### src/rtl/perf_pkg.sv
package perf_pkg;

    localparam logic [1:0] PRIV_MACHINE = 2'b11;
    localparam int         FIRST_SLOT   = 3;
    localparam int         MAX_SLOTS    = 29;

    // 0x100..0x17F window, selected by addr[11:7]
    localparam logic [4:0] WINDOW_TAG   = 5'b00010;

    typedef enum logic [2:0] {
        RG_NONE,
        RG_CNT_LO,
        RG_CNT_HI,
        RG_EVSEL,
        RG_INHIBIT,
        RG_USER_EN
    } perf_region_e;

endpackage

### src/rtl/perf_csr_decode.sv
module perf_csr_decode
    import perf_pkg::*;
(
    input  logic         valid_i,
    input  logic         write_i,
    input  logic [11:0]  addr_i,
    input  logic [1:0]   priv_i,
    output perf_region_e region_o,
    output logic [4:0]   slot_o,
    output logic         rd_en_o,
    output logic         wr_en_o,
    output logic         illegal_o
);

    logic in_window;
    logic is_machine;

    always_comb begin
        in_window  = (addr_i[11:7] == WINDOW_TAG);
        is_machine = (priv_i == PRIV_MACHINE);
        slot_o     = addr_i[4:0];

        case (addr_i[6:5])
            2'b00:   region_o = RG_CNT_LO;
            2'b01:   region_o = RG_CNT_HI;
            2'b10:   region_o = RG_EVSEL;
            default: begin
                if (addr_i[4:0] == 5'd0)      region_o = RG_INHIBIT;
                else if (addr_i[4:0] == 5'd1) region_o = RG_USER_EN;
                else                          region_o = RG_NONE;
            end
        endcase

        rd_en_o   = valid_i && in_window && is_machine;
        wr_en_o   = rd_en_o && write_i;
        illegal_o = valid_i && in_window && !is_machine;
    end

endmodule

### src/rtl/perf_counter_slice.sv
module perf_counter_slice #(
    parameter int CNT_WIDTH = 40,
    parameter int NUM_EVT   = 8
) (
    input  logic               clk,
    input  logic               rst_n,
    input  logic [NUM_EVT-1:0] events_i,
    input  logic               inhibit_i,
    input  logic               wr_lo_i,
    input  logic               wr_hi_i,
    input  logic               wr_sel_i,
    input  logic [31:0]        wdata_i,
    output logic [63:0]        cnt_o,
    output logic [NUM_EVT-1:0] sel_o
);

    localparam logic [63:0] WMASK = (CNT_WIDTH >= 64) ? {64{1'b1}}
                                  : ((64'd1 << CNT_WIDTH) - 64'd1);

    typedef struct packed {
        logic [63:0]        cnt;
        logic [NUM_EVT-1:0] sel;
    } slice_state_t;

    slice_state_t st_d, st_q;
    logic         step;

    always_comb begin
        st_d = st_q;
        step = (|(events_i & st_q.sel)) && !inhibit_i;

        if (wr_lo_i)
            st_d.cnt = {st_q.cnt[63:32], wdata_i} & WMASK;
        else if (wr_hi_i)
            st_d.cnt = {wdata_i, st_q.cnt[31:0]} & WMASK;
        else if (step)
            st_d.cnt = (st_q.cnt + 64'd1) & WMASK;

        if (wr_sel_i)
            st_d.sel = wdata_i[NUM_EVT-1:0];
    end

    always_ff @(posedge clk or negedge rst_n) begin
        if (!rst_n) st_q <= '0;
        else        st_q <= st_d;
    end

    assign cnt_o = st_q.cnt;
    assign sel_o = st_q.sel;

    AST_WRITE_WINS: assert property (@(posedge clk) disable iff (!rst_n)
        wr_lo_i |=> cnt_o[31:0] == ($past(wdata_i) & WMASK[31:0]));

    AST_SINGLE_STEP: assert property (@(posedge clk) disable iff (!rst_n)
        (!wr_lo_i && !wr_hi_i && !inhibit_i && (events_i & sel_o) != '0)
        |=> cnt_o == (($past(cnt_o) + 64'd1) & WMASK));

    AST_HOLD_WHEN_IDLE: assert property (@(posedge clk) disable iff (!rst_n)
        (!wr_lo_i && !wr_hi_i && (inhibit_i || (events_i & sel_o) == '0))
        |=> cnt_o == $past(cnt_o));

    AST_ABOVE_WIDTH_ZERO: assert property (@(posedge clk) disable iff (!rst_n)
        (cnt_o & ~WMASK) == 64'd0);

endmodule

### src/rtl/perf_counter_bank.sv
module perf_counter_bank
    import perf_pkg::*;
#(
    parameter int NUM_CNT   = 4,
    parameter int CNT_WIDTH = 40,
    parameter int NUM_EVT   = 8
) (
    input  logic               clk,
    input  logic               rst_n,
    input  logic [NUM_EVT-1:0] events_i,
    input  logic               acc_valid,
    input  logic               acc_write,
    input  logic [11:0]        acc_addr,
    input  logic [1:0]         acc_priv,
    input  logic [31:0]        acc_wdata,
    output logic [31:0]        acc_rdata,
    output logic               acc_illegal
);

    localparam int LAST_SLOT = FIRST_SLOT + NUM_CNT - 1;

    typedef struct packed {
        logic [NUM_CNT-1:0] inh;
    } bank_state_t;

    bank_state_t st_d, st_q;

    perf_region_e dec_region;
    logic [4:0]   dec_slot;
    logic         dec_rd, dec_wr, dec_illegal;

    logic [NUM_CNT-1:0][63:0]        cnt_w;
    logic [NUM_CNT-1:0][NUM_EVT-1:0] sel_w;

    perf_csr_decode u_decode (
        .valid_i   (acc_valid),
        .write_i   (acc_write),
        .addr_i    (acc_addr),
        .priv_i    (acc_priv),
        .region_o  (dec_region),
        .slot_o    (dec_slot),
        .rd_en_o   (dec_rd),
        .wr_en_o   (dec_wr),
        .illegal_o (dec_illegal)
    );

    for (genvar i = 0; i < NUM_CNT; i++) begin : g_cnt
        localparam logic [4:0] SLOT = 5'(FIRST_SLOT + i);
        logic hit_slot;
        assign hit_slot = dec_wr && (dec_slot == SLOT);

        perf_counter_slice #(
            .CNT_WIDTH (CNT_WIDTH),
            .NUM_EVT   (NUM_EVT)
        ) u_slice (
            .clk       (clk),
            .rst_n     (rst_n),
            .events_i  (events_i),
            .inhibit_i (st_q.inh[i]),
            .wr_lo_i   (hit_slot && dec_region == RG_CNT_LO),
            .wr_hi_i   (hit_slot && dec_region == RG_CNT_HI),
            .wr_sel_i  (hit_slot && dec_region == RG_EVSEL),
            .wdata_i   (acc_wdata),
            .cnt_o     (cnt_w[i]),
            .sel_o     (sel_w[i])
        );
    end

    always_comb begin
        st_d = st_q;
        if (dec_wr && dec_region == RG_INHIBIT)
            st_d.inh = acc_wdata[FIRST_SLOT +: NUM_CNT];
    end

    always_ff @(posedge clk or negedge rst_n) begin
        if (!rst_n) st_q <= '0;
        else        st_q <= st_d;
    end

    always_comb begin
        acc_rdata = '0;
        if (dec_rd) begin
            case (dec_region)
                RG_CNT_LO: for (int i = 0; i < NUM_CNT; i++)
                    if (dec_slot == 5'(FIRST_SLOT + i)) acc_rdata = cnt_w[i][31:0];
                RG_CNT_HI: for (int i = 0; i < NUM_CNT; i++)
                    if (dec_slot == 5'(FIRST_SLOT + i)) acc_rdata = cnt_w[i][63:32];
                RG_EVSEL:  for (int i = 0; i < NUM_CNT; i++)
                    if (dec_slot == 5'(FIRST_SLOT + i)) acc_rdata = 32'(sel_w[i]);
                RG_INHIBIT: acc_rdata = 32'(st_q.inh) << FIRST_SLOT;
                default:    acc_rdata = '0;
            endcase
        end
        acc_illegal = dec_illegal;
    end

    AST_ILLEGAL_READS_ZERO: assert property (@(posedge clk) disable iff (!rst_n)
        acc_illegal |-> acc_rdata == 32'd0);

    AST_ILLEGAL_NO_EFFECT: assert property (@(posedge clk) disable iff (!rst_n)
        acc_illegal |=> st_q.inh == $past(st_q.inh));

    AST_USER_EN_ZERO: assert property (@(posedge clk) disable iff (!rst_n)
        (acc_valid && acc_addr == 12'h161) |-> acc_rdata == 32'd0);

    AST_INHIBIT_LOW_BITS: assert property (@(posedge clk) disable iff (!rst_n)
        (acc_valid && acc_addr == 12'h160) |-> acc_rdata[FIRST_SLOT-1:0] == '0);

    initial begin
        assert (NUM_CNT >= 1 && NUM_CNT <= MAX_SLOTS && LAST_SLOT <= 31);
        assert (CNT_WIDTH >= 0 && CNT_WIDTH <= 64 && NUM_EVT >= 1 && NUM_EVT <= 32);
    end

endmodule

### config.mk
export PLATFORM = sky130hd
export DESIGN_NAME = perf_counter_bank
export DESIGN_NICKNAME = d
export VERILOG_FILES = /design/src/rtl/perf_pkg.sv /design/src/rtl/perf_csr_decode.sv /design/src/rtl/perf_counter_slice.sv /design/src/rtl/perf_counter_bank.sv
export SDC_FILE = /design/constraint.sdc
export NUM_CORES = 1
export LEC_CHECK = 0
export BUFFER_PORTS_ARGS = -buffer_cell sky130_fd_sc_hd__buf_4
export CAP_MARGIN = 10
export CORE_ASPECT_RATIO = 1.1
export CORE_UTILIZATION = 23
export DETAILED_ROUTE_END_ITERATION = 8
export HOLD_SLACK_MARGIN = 0.15
export PLACE_DENSITY = 0.48
export SKIP_CTS_REPAIR_TIMING = 1
export SYNTH_ARGS = -nofsm -noshare
export SYNTH_HDL_FRONTEND = slang
export SYNTH_HIERARCHICAL = 1
export SYNTH_SLANG_ARGS = --single-unit
### constraint.sdc
create_clock -name clk -period 3.1 [get_ports clk]
set_input_delay 0.31 -clock clk [delete_from_list [all_inputs] [get_ports clk]]
set_output_delay 0.31 -clock clk [all_outputs]
set_load 0.1 [all_outputs]
==> results of run 1 <==
cells in the mapped netlist (7+ instances only):
cell and number:
sky130_fd_sc_hd__o221ai_1 12, sky130_fd_sc_hd__nand3_1 71, sky130_fd_sc_hd__a31oi_1 10, sky130_fd_sc_hd__xnor2_1 52
sky130_fd_sc_hd__or3_1 12, sky130_fd_sc_hd__a21oi_1 81, sky130_fd_sc_hd__nor2_1 61, sky130_fd_sc_hd__o21ai_0 155
sky130_fd_sc_hd__nand4_1 74, sky130_fd_sc_hd__nor3_1 43, sky130_fd_sc_hd__nor4_1 30, sky130_fd_sc_hd__nand3b_1 15
sky130_fd_sc_hd__xor2_1 58, sky130_fd_sc_hd__mux2_2 60, sky130_fd_sc_hd__clkbuf_1 88, sky130_fd_sc_hd__nand2b_1 18
sky130_fd_sc_hd__buf_4 103, sky130_fd_sc_hd__buf_2 25, sky130_fd_sc_hd__nand2_1 157, sky130_fd_sc_hd__o22a_1 60
sky130_fd_sc_hd__mux2i_1 72, sky130_fd_sc_hd__o21ai_1 20, sky130_fd_sc_hd__ha_1 7, sky130_fd_sc_hd__nor2b_1 11
sky130_fd_sc_hd__a221o_1 8, sky130_fd_sc_hd__and2_1 17, sky130_fd_sc_hd__inv_1 15, sky130_fd_sc_hd__o22ai_1 34
sky130_fd_sc_hd__and3_1 32, sky130_fd_sc_hd__and4_1 22, sky130_fd_sc_hd__dfrtp_1 196, sky130_fd_sc_hd__nor3b_1 10
sky130_fd_sc_hd__or4_1 10, sky130_fd_sc_hd__buf_6 10, sky130_fd_sc_hd__nor4_2 17, sky130_fd_sc_hd__a22oi_1 20
per-layer routing:
layer | GRT usage [%] | wire length [um] | up-vias
li1 | - | - | 6709
met1 | 22.8 | 26700 | 7169
met2 | 28.7 | 28400 | 404
met3 | 1.53 | 2330 | 78
met4 | 6.31 | 1740 | 2
met5 | 0 | 8 | -
where the power goes:
| group | total (W) | leakage (nW) | switching, W | internal, W |
|---|---|---|---|---|
| Clock | 0.00253 | 0.316 | 0.00108 | 0.00144 |
| Sequential | 0.00257 | 2.70 | 0.00000665 | 0.00256 |
| Combinational | 0.000538 | 4.18 | 0.000356 | 0.000182 |
| Total | 0.00563 | 7.19 | 0.00144 | 0.00418 |
flip-flops by register name, indices dropped and copies added (netlist names):
signal and cells:
g_cnt.u_slice/cnt_o 160, g_cnt.u_slice/sel_o 32, st_q 4
final timing paths:
path	cells after the start	slack, ns	start	endpoint
setup / recovery	11	0.11	acc_addr[7]	acc_rdata[21]
hold / removal	3	0.14	acc_wdata[19]	g_cnt[3].u_slice/cnt_o[19]
min in group asynchronous	2	0.53	rst_n	st_q[1]
setup reg to reg	5	0.56	st_q[2]	g_cnt[2].u_slice/cnt_o[23]
max in group asynchronous	3	1.72	rst_n	g_cnt[1].u_slice/cnt_o[20]
hold reg to reg	1	0.54	g_cnt[2].u_slice/sel_o[3]	g_cnt[2].u_slice/sel_o[3]
cells by family (layout without fill, tap and decap cells):
kind of cell,after synthesis,in the layout
simple gates,641,641
xor+xnor,110,110
fa+ha+maj,7,7
other cells,4,96
compound gates,465,465
mux,132,132
flops,196,196
buf+inv,248,263
through the flow:
step / total power (W) / hold WS (ns) / instance area, um^2 / util, %
floorplan: 0.00292 / 0.0144 / 16400 / -
global placement: 0.00313 / 0.456 / 17900 / 26.9
detailed placement: 0.00314 / 0.454 / 17900 / 26.9
CTS: 0.00567 / -0.0390 / 18600 / 27.9
global route: 0.00581 / 0.147 / 18900 / 28.4
finish: 0.00563 / 0.138 / 18900 / 28.4
cell type report:
class	count	share of cell area (%)
clock buffers	21	2.54
repair buffers	214	11.0
inverters	17	0.337
multi-input cells	1451	53.6
clock inverters	11	0.906
well taps	858	5.68
flip-flops and latches	196	25.9
critical path: stages:
cell and delay [ns]:
sky130_fd_sc_hd__buf_4 0.11, sky130_fd_sc_hd__or4b_4 0.53, sky130_fd_sc_hd__buf_4 0.16, sky130_fd_sc_hd__nor3_2 0.15, sky130_fd_sc_hd__buf_4 0.14, sky130_fd_sc_hd__nor4bb_4 0.28
sky130_fd_sc_hd__buf_6 0.17, sky130_fd_sc_hd__buf_12 0.17, sky130_fd_sc_hd__o21ai_0 0.16, sky130_fd_sc_hd__o22ai_4 0.20, sky130_fd_sc_hd__buf_6 0.25
==> results_dict.tcl, run 1 <==
set metrics [dict create \
    criticalPathCategory "in -> out" \
    fmax_ghz 0.334 \
    post_drt_via_cell_ratio 5.19 \
    synthDistinctLibCells 82 \
    design.portCount 91 \
    power.leakage_nw 7.19 \
    maximum_number_of_pins_on_one_net_before_global_route_repair 84 \
    hpwl_um 44100 \
    post_synth_and_or_nand_nor_area_fraction_pct 23.9 \
    later_pin_clock_latency_in_the_skew_report_ns 0.46 \
    sequential_to_total_area_share_from_yosys_stat_pct 31.5 \
    dieArea_um2 68700 \
    placementRows 99 \
    pwr_density_cell_nw_per_um2 298 \
    worst_clock_skew_ns 0.0124 \
    synth_mux_area_share_pct 8.97 \
    hold_crit_path_type "in -> reg" \
    gp_congestion 0.882 \
    synth_enable_flop_cells 0 \
    die_height_um 275 \
    yosysTopAreaCell "sky130_fd_sc_hd__dfrtp_1" \
    synthCells 1803 \
    numPortBuffers 90 \
    final_layout_size_suffix_gt1_share_pct 20.4 \
    syn_area_per_cell_um2 8.63 \
    finalHoldViolations 0 \
    fin_ws_ns 0.110 \
    mostFrequentLayoutCell "sky130_fd_sc_hd__dfrtp_1" \
    cts-root-to-sink-buffers 2 \
    share_of_the_synthesized_area_in_compound_gates_ao_oa_aoi_oai_pct 19.6 \
    grt_overall_usage_pct 17.1 \
    setup_viols_final 0 \
    critical_path.endpoint_type "output pin" \
    netlist_area_um2 15600 \
    numPlacedInstances 2725 \
    ctsHtreeMaxLevel 4 \
    vias 14400 \
    power.ir.vdd_worst_mv 0.312 \
    multi_input_area_um2 10100 \
    worst_pin_slew_ns 0.947 \
    antenna_cells_inserted 0 \
    synth_seq_cells 196 \
    wl_per_cell_um 21.4 \
    max_slew_margin_pct 36.9 \
    floorplan.core_area_um2 66600 \
    initial_core_util_pct 23.4 \
    yosys.area_share.adder_pct 0.563 \
    synthArstFlopShare_pct 100 \
    drt-total-wl_um 59100 \
    drt_iter0_markers 1209 \
    fin_crit_sh_pct 96.5 \
    areaGrowthSynthToFinish_pct 21.5 \
    timing.critical_path.required_ns 2.79 \
    maxSlewViolCount 0 \
    synthTopCellsByArea "sky130_fd_sc_hd__dfrtp_1 32%, sky130_fd_sc_hd__o21ai_0 5.0%, sky130_fd_sc_hd__buf_4 5.0%, sky130_fd_sc_hd__mux2i_1 4.6%, sky130_fd_sc_hd__mux2_2 4.3%" \
    cts_inserted_buffers 17 \
    global_route.overflow_total 0 \
    clk_transition_reported_paths_ns 0.07 \
    final_net_count 1962 \
    primary_ff_master_synth "sky130_fd_sc_hd__dfrtp_1" \
    layout_common_cells "196 x sky130_fd_sc_hd__dfrtp_1, 157 x sky130_fd_sc_hd__nand2_1, 157 x sky130_fd_sc_hd__buf_4" \
    antenna_found_initial 1 \
    dieWidth_um 250 \
    synth.yosys.warnings 6 \
    synth_largest_type_area_fraction_pct 31.5 \
    wire_length_of_the_first_global_routing_pass_um 89700 \
    clock-root-buffer "sky130_fd_sc_hd__clkbuf_16" \
    outcome "complete, no violations" \
    cap_viol_max_count 0 \
    tritoncts "done" \
    first_global_vias 13900 \
    post-route-drc-count 0 \
    crit_path_start_kind "input port" \
    drt_pass1_iterations 6 \
    largest_family_of_logic_cells_by_synthesized_area "simple AND/OR/NAND/NOR gates" \
    arrival_ns 2.68 \
    instances_no_fill 2768 \
    clock-sinks 196 \
    worstPathMaxFanout 24 \
    setup_total_negative_slack_ns 0 \
    num-fill-cells 7016 \
    period_needed_ns 2.99 \
    placement.setup.worst_slack_ns -0.318 \
    route.antenna.remaining_nets 0 \
    seq_cell_area_um2 4900 \
    synthXorXnorAreaFrac_pct 6.19 \
]
Power figures use the tool's default switching activity.
==> inputs of run 2 (changes only) <==
Clock period 3.1 ns to 3.15 ns, I/O delays scaled along.
==> run 2 against run 1 <==
Compared with the run above: count of clock-buffer cells in the layout fell by 4; utilization fell by 0.39 points; largest cell class unchanged; final cell count fell by 0.33%; sequential cell count did not move; clock skew rose by 0.0027 ns; first-iteration DRC count fell by 1.7%; sequential power fell by 2%; power fell by 4.5%; routed wire length rose by 0.85%; critical path depth fell by 1.
==> results_dict.tcl, run 2 (same netlist as run 1, synthesis figures left out) <==
set metrics [dict create \
    fin_crit_sh_pct 98.7 \
    wire_length_of_the_first_global_routing_pass_um 89400 \
    power.leakage_nw 7.08 \
    worst_path_most_repeated_cell "sky130_fd_sc_hd__buf_4" \
    final_net_count 1953 \
    route.antenna.remaining_nets 0 \
    layout_common_cells "196 x sky130_fd_sc_hd__dfrtp_1, 157 x sky130_fd_sc_hd__nand2_1, 155 x sky130_fd_sc_hd__o21ai_0" \
    die_height_um 275 \
    first_global_vias 14000 \
    floorplan.core_area_um2 66600 \
    numPortBuffers 90 \
    placementRows 99 \
    hpwl_um 43900 \
    dieArea_um2 68700 \
    grt_overall_usage_pct 17.1 \
    cts-root-to-sink-buffers 2 \
    numPlacedInstances 2718 \
    mostFrequentLayoutCell "sky130_fd_sc_hd__dfrtp_1" \
    setup_total_negative_slack_ns 0 \
    tritoncts "done" \
    ctsHtreeMaxLevel 4 \
    finalPower_w 0.00538 \
    antenna_cells_inserted 0 \
    setup_viols_final 0 \
    clock-sinks 196 \
    dieWidth_um 250 \
    clock-root-buffer "sky130_fd_sc_hd__clkbuf_16" \
    worst_pin_slew_ns 0.895 \
    fin_ws_ns 0.0424 \
    vias 14500 \
    hold_crit_path_type "in -> reg" \
    finalHoldViolations 0 \
    crit_slowest_cell "sky130_fd_sc_hd__or4b_4" \
    worst_clock_skew_ns 0.0152 \
    clk_transition_reported_paths_ns 0.08 \
    arrival_ns 2.79 \
    drt_iter0_markers 1188 \
    period_needed_ns 3.11 \
    areaGrowthSynthToFinish_pct 19.8 \
    wl_per_cell_um 21.6 \
    later_pin_clock_latency_in_the_skew_report_ns 0.47 \
    unrepaired_setup_endpoints_after_global_routing "no" \
    drt_pass1_iterations 5 \
    post_drt_via_cell_ratio 5.24 \
    maxSlewViolCount 0 \
    initial_core_util_pct 23.4 \
    instances_no_fill 2759 \
    final_layout_size_suffix_gt1_share_pct 20.0 \
    antenna_found_initial 0 \
    cap_viol_max_count 0 \
    gp_congestion 0.880 \
    post-route-drc-count 0 \
    critical_path.cell_chain "buf_4 > or4b_4 > buf_4 > nor3_1 > buf_4 > nor4bb_4 > buf_12 > o21ai_0 > o221ai_4 > buf_4" \
    crit_path_start_kind "input port" \
    timing.critical_path.slowest_cell_delay_ns 0.54 \
    critical_path.endpoint_type "output pin" \
    worstPathMaxFanout 13 \
    m1WireLength_um 27000 \
    power.ir.vdd_worst_mv 0.286 \
    cts_inserted_buffers 17 \
    whs_path_depth 3 \
    timing.critical_path.required_ns 2.83 \
    criticalPathCategory "in -> out" \
    max_slew_margin_pct 40.3 \
    drt-total-wl_um 59600 \
    global_route.overflow_total 0 \
    r2r.worst_path.cells 5 \
    pwr_density_cell_nw_per_um2 288 \
    detailroute.wirelength.met3_um 2340 \
    fmax_ghz 0.322 \
    largest_register_ff_count 160 \
    maximum_number_of_pins_on_one_net_before_global_route_repair 73 \
    top_signal_layer_used "met4" \
    outcome "complete, no violations" \
    design.portCount 91 \
    routed-wl-met2_um 28800 \
    placement.setup.worst_slack_ns -0.237 \
]
-- run 2: cell type report --
cell class	instances	area, um^2
Clock inverter	15	170
Timing Repair Buffer	205	1900
Inverter	17	63.8
Sequential cell	196	4900
Clock buffer	17	425
Multi-Input combinational cell	1451	10100
Tap cell	858	1070
Fill cell	7062	48000
-- run 2: worst paths after layout --
path                                                    to                       from  slack (ns)
worst max-delay path                          acc_rdata[5]                acc_addr[7]        0.04
worst min-delay path            g_cnt[1].u_slice/cnt_o[15]              acc_wdata[15]        0.14
worst max register to register  g_cnt[2].u_slice/cnt_o[31]                    st_q[2]        0.69
worst min register to register   g_cnt[3].u_slice/sel_o[7]  g_cnt[3].u_slice/sel_o[7]        0.54
max in group asynchronous       g_cnt[2].u_slice/cnt_o[16]                      rst_n        1.75
min in group asynchronous        g_cnt[2].u_slice/cnt_o[4]                      rst_n        0.47
-- run 2: power by group --
group | total (W) | internal (W) | switching, W
sequential | 0.00252 | 0.00252 | 0.00000650
combinational | 0.000523 | 0.000174 | 0.000350
clock | 0.00233 | 0.00119 | 0.00114
-- run 2: per-layer routing --
| layer | vias to the layer above | global-route usage, % |
|---|---|---|
| li1 | 6719 | - |
| met1 | 7240 | 22.7 |
| met2 | 426 | 28.8 |
| met4 | 0 | 5.96 |
| met5 | - | 0 |
| met3 | 81 | 1.81 |
-- run 2: through the flow --
| stage | area [um^2] | hold WS, ns | util [%] |
|---|---|---|---|
| 6_report | 18700 | 0.141 | 28.0 |
| 4_1_cts | 18400 | -0.132 | 27.7 |
| 2_1_floorplan | 16400 | 0.0194 | - |
| 5_1_grt | 18700 | 0.151 | 28.0 |
| 3_5_place_dp | 17800 | 0.383 | 26.8 |
| 3_3_place_gp | 17800 | 0.392 | 26.8 |
-- run 2: worst max-delay path, delay by kind of cell --
family / cells / cell delay (ns)
buf+inv: 5 / 0.93
compound gates: 2 / 0.49
simple gates: 3 / 1.04
==> inputs of run 3 (changes only) <==
Settings changed: GPL_TIMING_DRIVEN set to 0, HOLD_SLACK_MARGIN 0.15 to not set.
Clock period 3.15 ns to 3.6 ns, I/O delays scaled along.
==> run 3 against run 2 <==
Compared with the run above: utilization fell by 0.13 points; routed wire length up 13%; final area decreased by 0.46%; combinational power barely moved; power decreased by 12%; first-iteration DRC count is 20% higher; global-route usage is 2.2 points higher; hold slack improved by 0.044 ns; via count is 4.5% higher; sequential cell count did not move; critical path type unchanged; largest cell class unchanged; largest power group unchanged; highest routed layer unchanged.
==> results_dict.tcl, run 3 (same netlist as run 1, synthesis figures left out) <==
set metrics [dict create \
    clock-root-buffer "sky130_fd_sc_hd__clkbuf_16" \
    finalHoldViolations 0 \
    placementRows 99 \
    grt_overall_usage_pct 19.3 \
    cap_viol_max_count 0 \
    timing.critical_path.slowest_cell_delay_ns 0.55 \
    crit_path_start_kind "input port" \
    drt_iter0_markers 1422 \
    later_pin_clock_latency_in_the_skew_report_ns 0.47 \
    post-route-drc-count 0 \
    instances_no_fill 2880 \
    maxSlewViolCount 0 \
    setup_total_negative_slack_ns 0 \
    max_slew_margin_pct 29.2 \
    numPlacedInstances 2845 \
    maximum_number_of_pins_on_one_net_before_global_route_repair 109 \
    largest_register_ff_count 160 \
    clock-sinks 196 \
    period_needed_ns 3.55 \
    numPortBuffers 90 \
    drt-total-wl_um 67600 \
    design.portCount 91 \
    critical_path.cell_chain "buf_4 > or4b_4 > nor3_2 > nor4bb_2 > buf_2 > clkbuf_2 > o21ai_0 > o221ai_2 > buf_4" \
    final_net_count 2073 \
    dieWidth_um 250 \
    die_height_um 275 \
    power.leakage_nw 7.33 \
    setup_viols_final 0 \
    tritoncts "done" \
    route.antenna.remaining_nets 0 \
    clk_transition_reported_paths_ns 0.08 \
    worst_path_most_repeated_cell "sky130_fd_sc_hd__buf_4" \
    critical_path.endpoint_type "output pin" \
    fin_crit_sh_pct 98.7 \
    hold_crit_path_type "in -> reg" \
    num-fill-cells 7208 \
    fmax_ghz 0.281 \
    global_route.overflow_total 0 \
    wire_length_of_the_first_global_routing_pass_um 97400 \
    dieArea_um2 68700 \
    criticalPathCategory "in -> out" \
    cts_inserted_buffers 17 \
    worst_clock_skew_ns 0.00983 \
    power.ir.vdd_worst_mv 0.355 \
    final_core_util_pct 27.9 \
    drt_pass1_iterations 5 \
    vias 15100 \
    hpwl_um 52500 \
    final_layout_size_suffix_gt1_share_pct 20.7 \
    post_drt_via_cell_ratio 5.25 \
    ctsHtreeMaxLevel 4 \
    timing.critical_path.required_ns 3.24 \
    gp_congestion 0.918 \
    worst_pin_slew_ns 1.06 \
    floorplan.core_area_um2 66600 \
    worstPathMaxFanout 10 \
    arrival_ns 3.19 \
    cts-root-to-sink-buffers 2 \
    mostFrequentLayoutCell "sky130_fd_sc_hd__dfrtp_1" \
    layout_common_cells "196 x sky130_fd_sc_hd__dfrtp_1, 187 x sky130_fd_sc_hd__buf_4, 157 x sky130_fd_sc_hd__nand2_1" \
    outcome "complete, no violations" \
    areaGrowthSynthToFinish_pct 19.3 \
    pwr_density_cell_nw_per_um2 255 \
    first_global_vias 14300 \
    antenna_found_initial 0 \
    crit_slowest_cell "sky130_fd_sc_hd__or4b_4" \
    initial_core_util_pct 23.4 \
    wl_per_cell_um 23.5 \
]
-- run 3: where the power goes --
part           internal, W  switching, W  total, W
combinational     0.000200      0.000324  0.000524
clock              0.00104      0.000964   0.00200
sequential         0.00220    0.00000706   0.00221
-- run 3: path summary, 6_finish.rpt --
| path | startpoint | endpoint | slack [ns] | cells past startpoint |
|---|---|---|---|---|
| max in group asynchronous | rst_n | g_cnt[0].u_slice/cnt_o[34] | 2.03 | 3 |
| min in group asynchronous | rst_n | g_cnt[2].u_slice/cnt_o[17] | 0.48 | 2 |
| setup reg to reg | st_q[1] | g_cnt[1].u_slice/cnt_o[30] | 1.01 | 6 |
| hold / removal | acc_wdata[14] | g_cnt[1].u_slice/cnt_o[14] | 0.18 | 3 |
| setup / recovery | acc_addr[7] | acc_rdata[4] | 0.05 | 9 |
| hold reg to reg | g_cnt[2].u_slice/sel_o[4] | g_cnt[2].u_slice/sel_o[4] | 0.53 | 1 |
-- run 3: stage by stage --
step | total power [W] | hold slack [ns] | cell area (um^2) | setup WS, ns
after CTS | 0.00478 | -0.0716 | 18500 | -0.829
after detailed placement | 0.00277 | 0.438 | 17900 | -0.817
after global placement | 0.00276 | 0.512 | 17900 | -0.805
after floorplan | 0.00251 | 0.0644 | 16100 | 0.0979
final | 0.00474 | 0.185 | 18600 | 0.0459
after global routing | 0.00490 | 0.172 | 18600 | -0.0205
-- run 3: cell type report --
type	instances	area [um^2]	area share, %
Buffer	231	1370	7.40
Tap cell	858	1070	5.78
Clock inverter	12	130	0.701
Multi-Input combinational cell	1451	9820	52.9
Antenna cell	2	5.00	0.0270
Sequential cell	196	4900	26.4
Inverter	17	67.6	0.364
Timing Repair Buffer	94	749	4.04
Clock buffer	19	443	2.39
-- run 3: metal layers --
metal	share of wire, %	track usage [%]	vias up
met5	0	0	-
met4	4.2	9.12	0
met3	5.5	2.78	92
met2	46	31.0	584
met1	45	25.7	7489
li1	-	-	6949
-- run 3: critical path: cells and delay by family --
kind	cells	cell delay [ns]
AND/OR/NAND/NOR	3	1.35
AO/OA/AOI/OAI	2	0.45
buffers and inverters	4	1.03
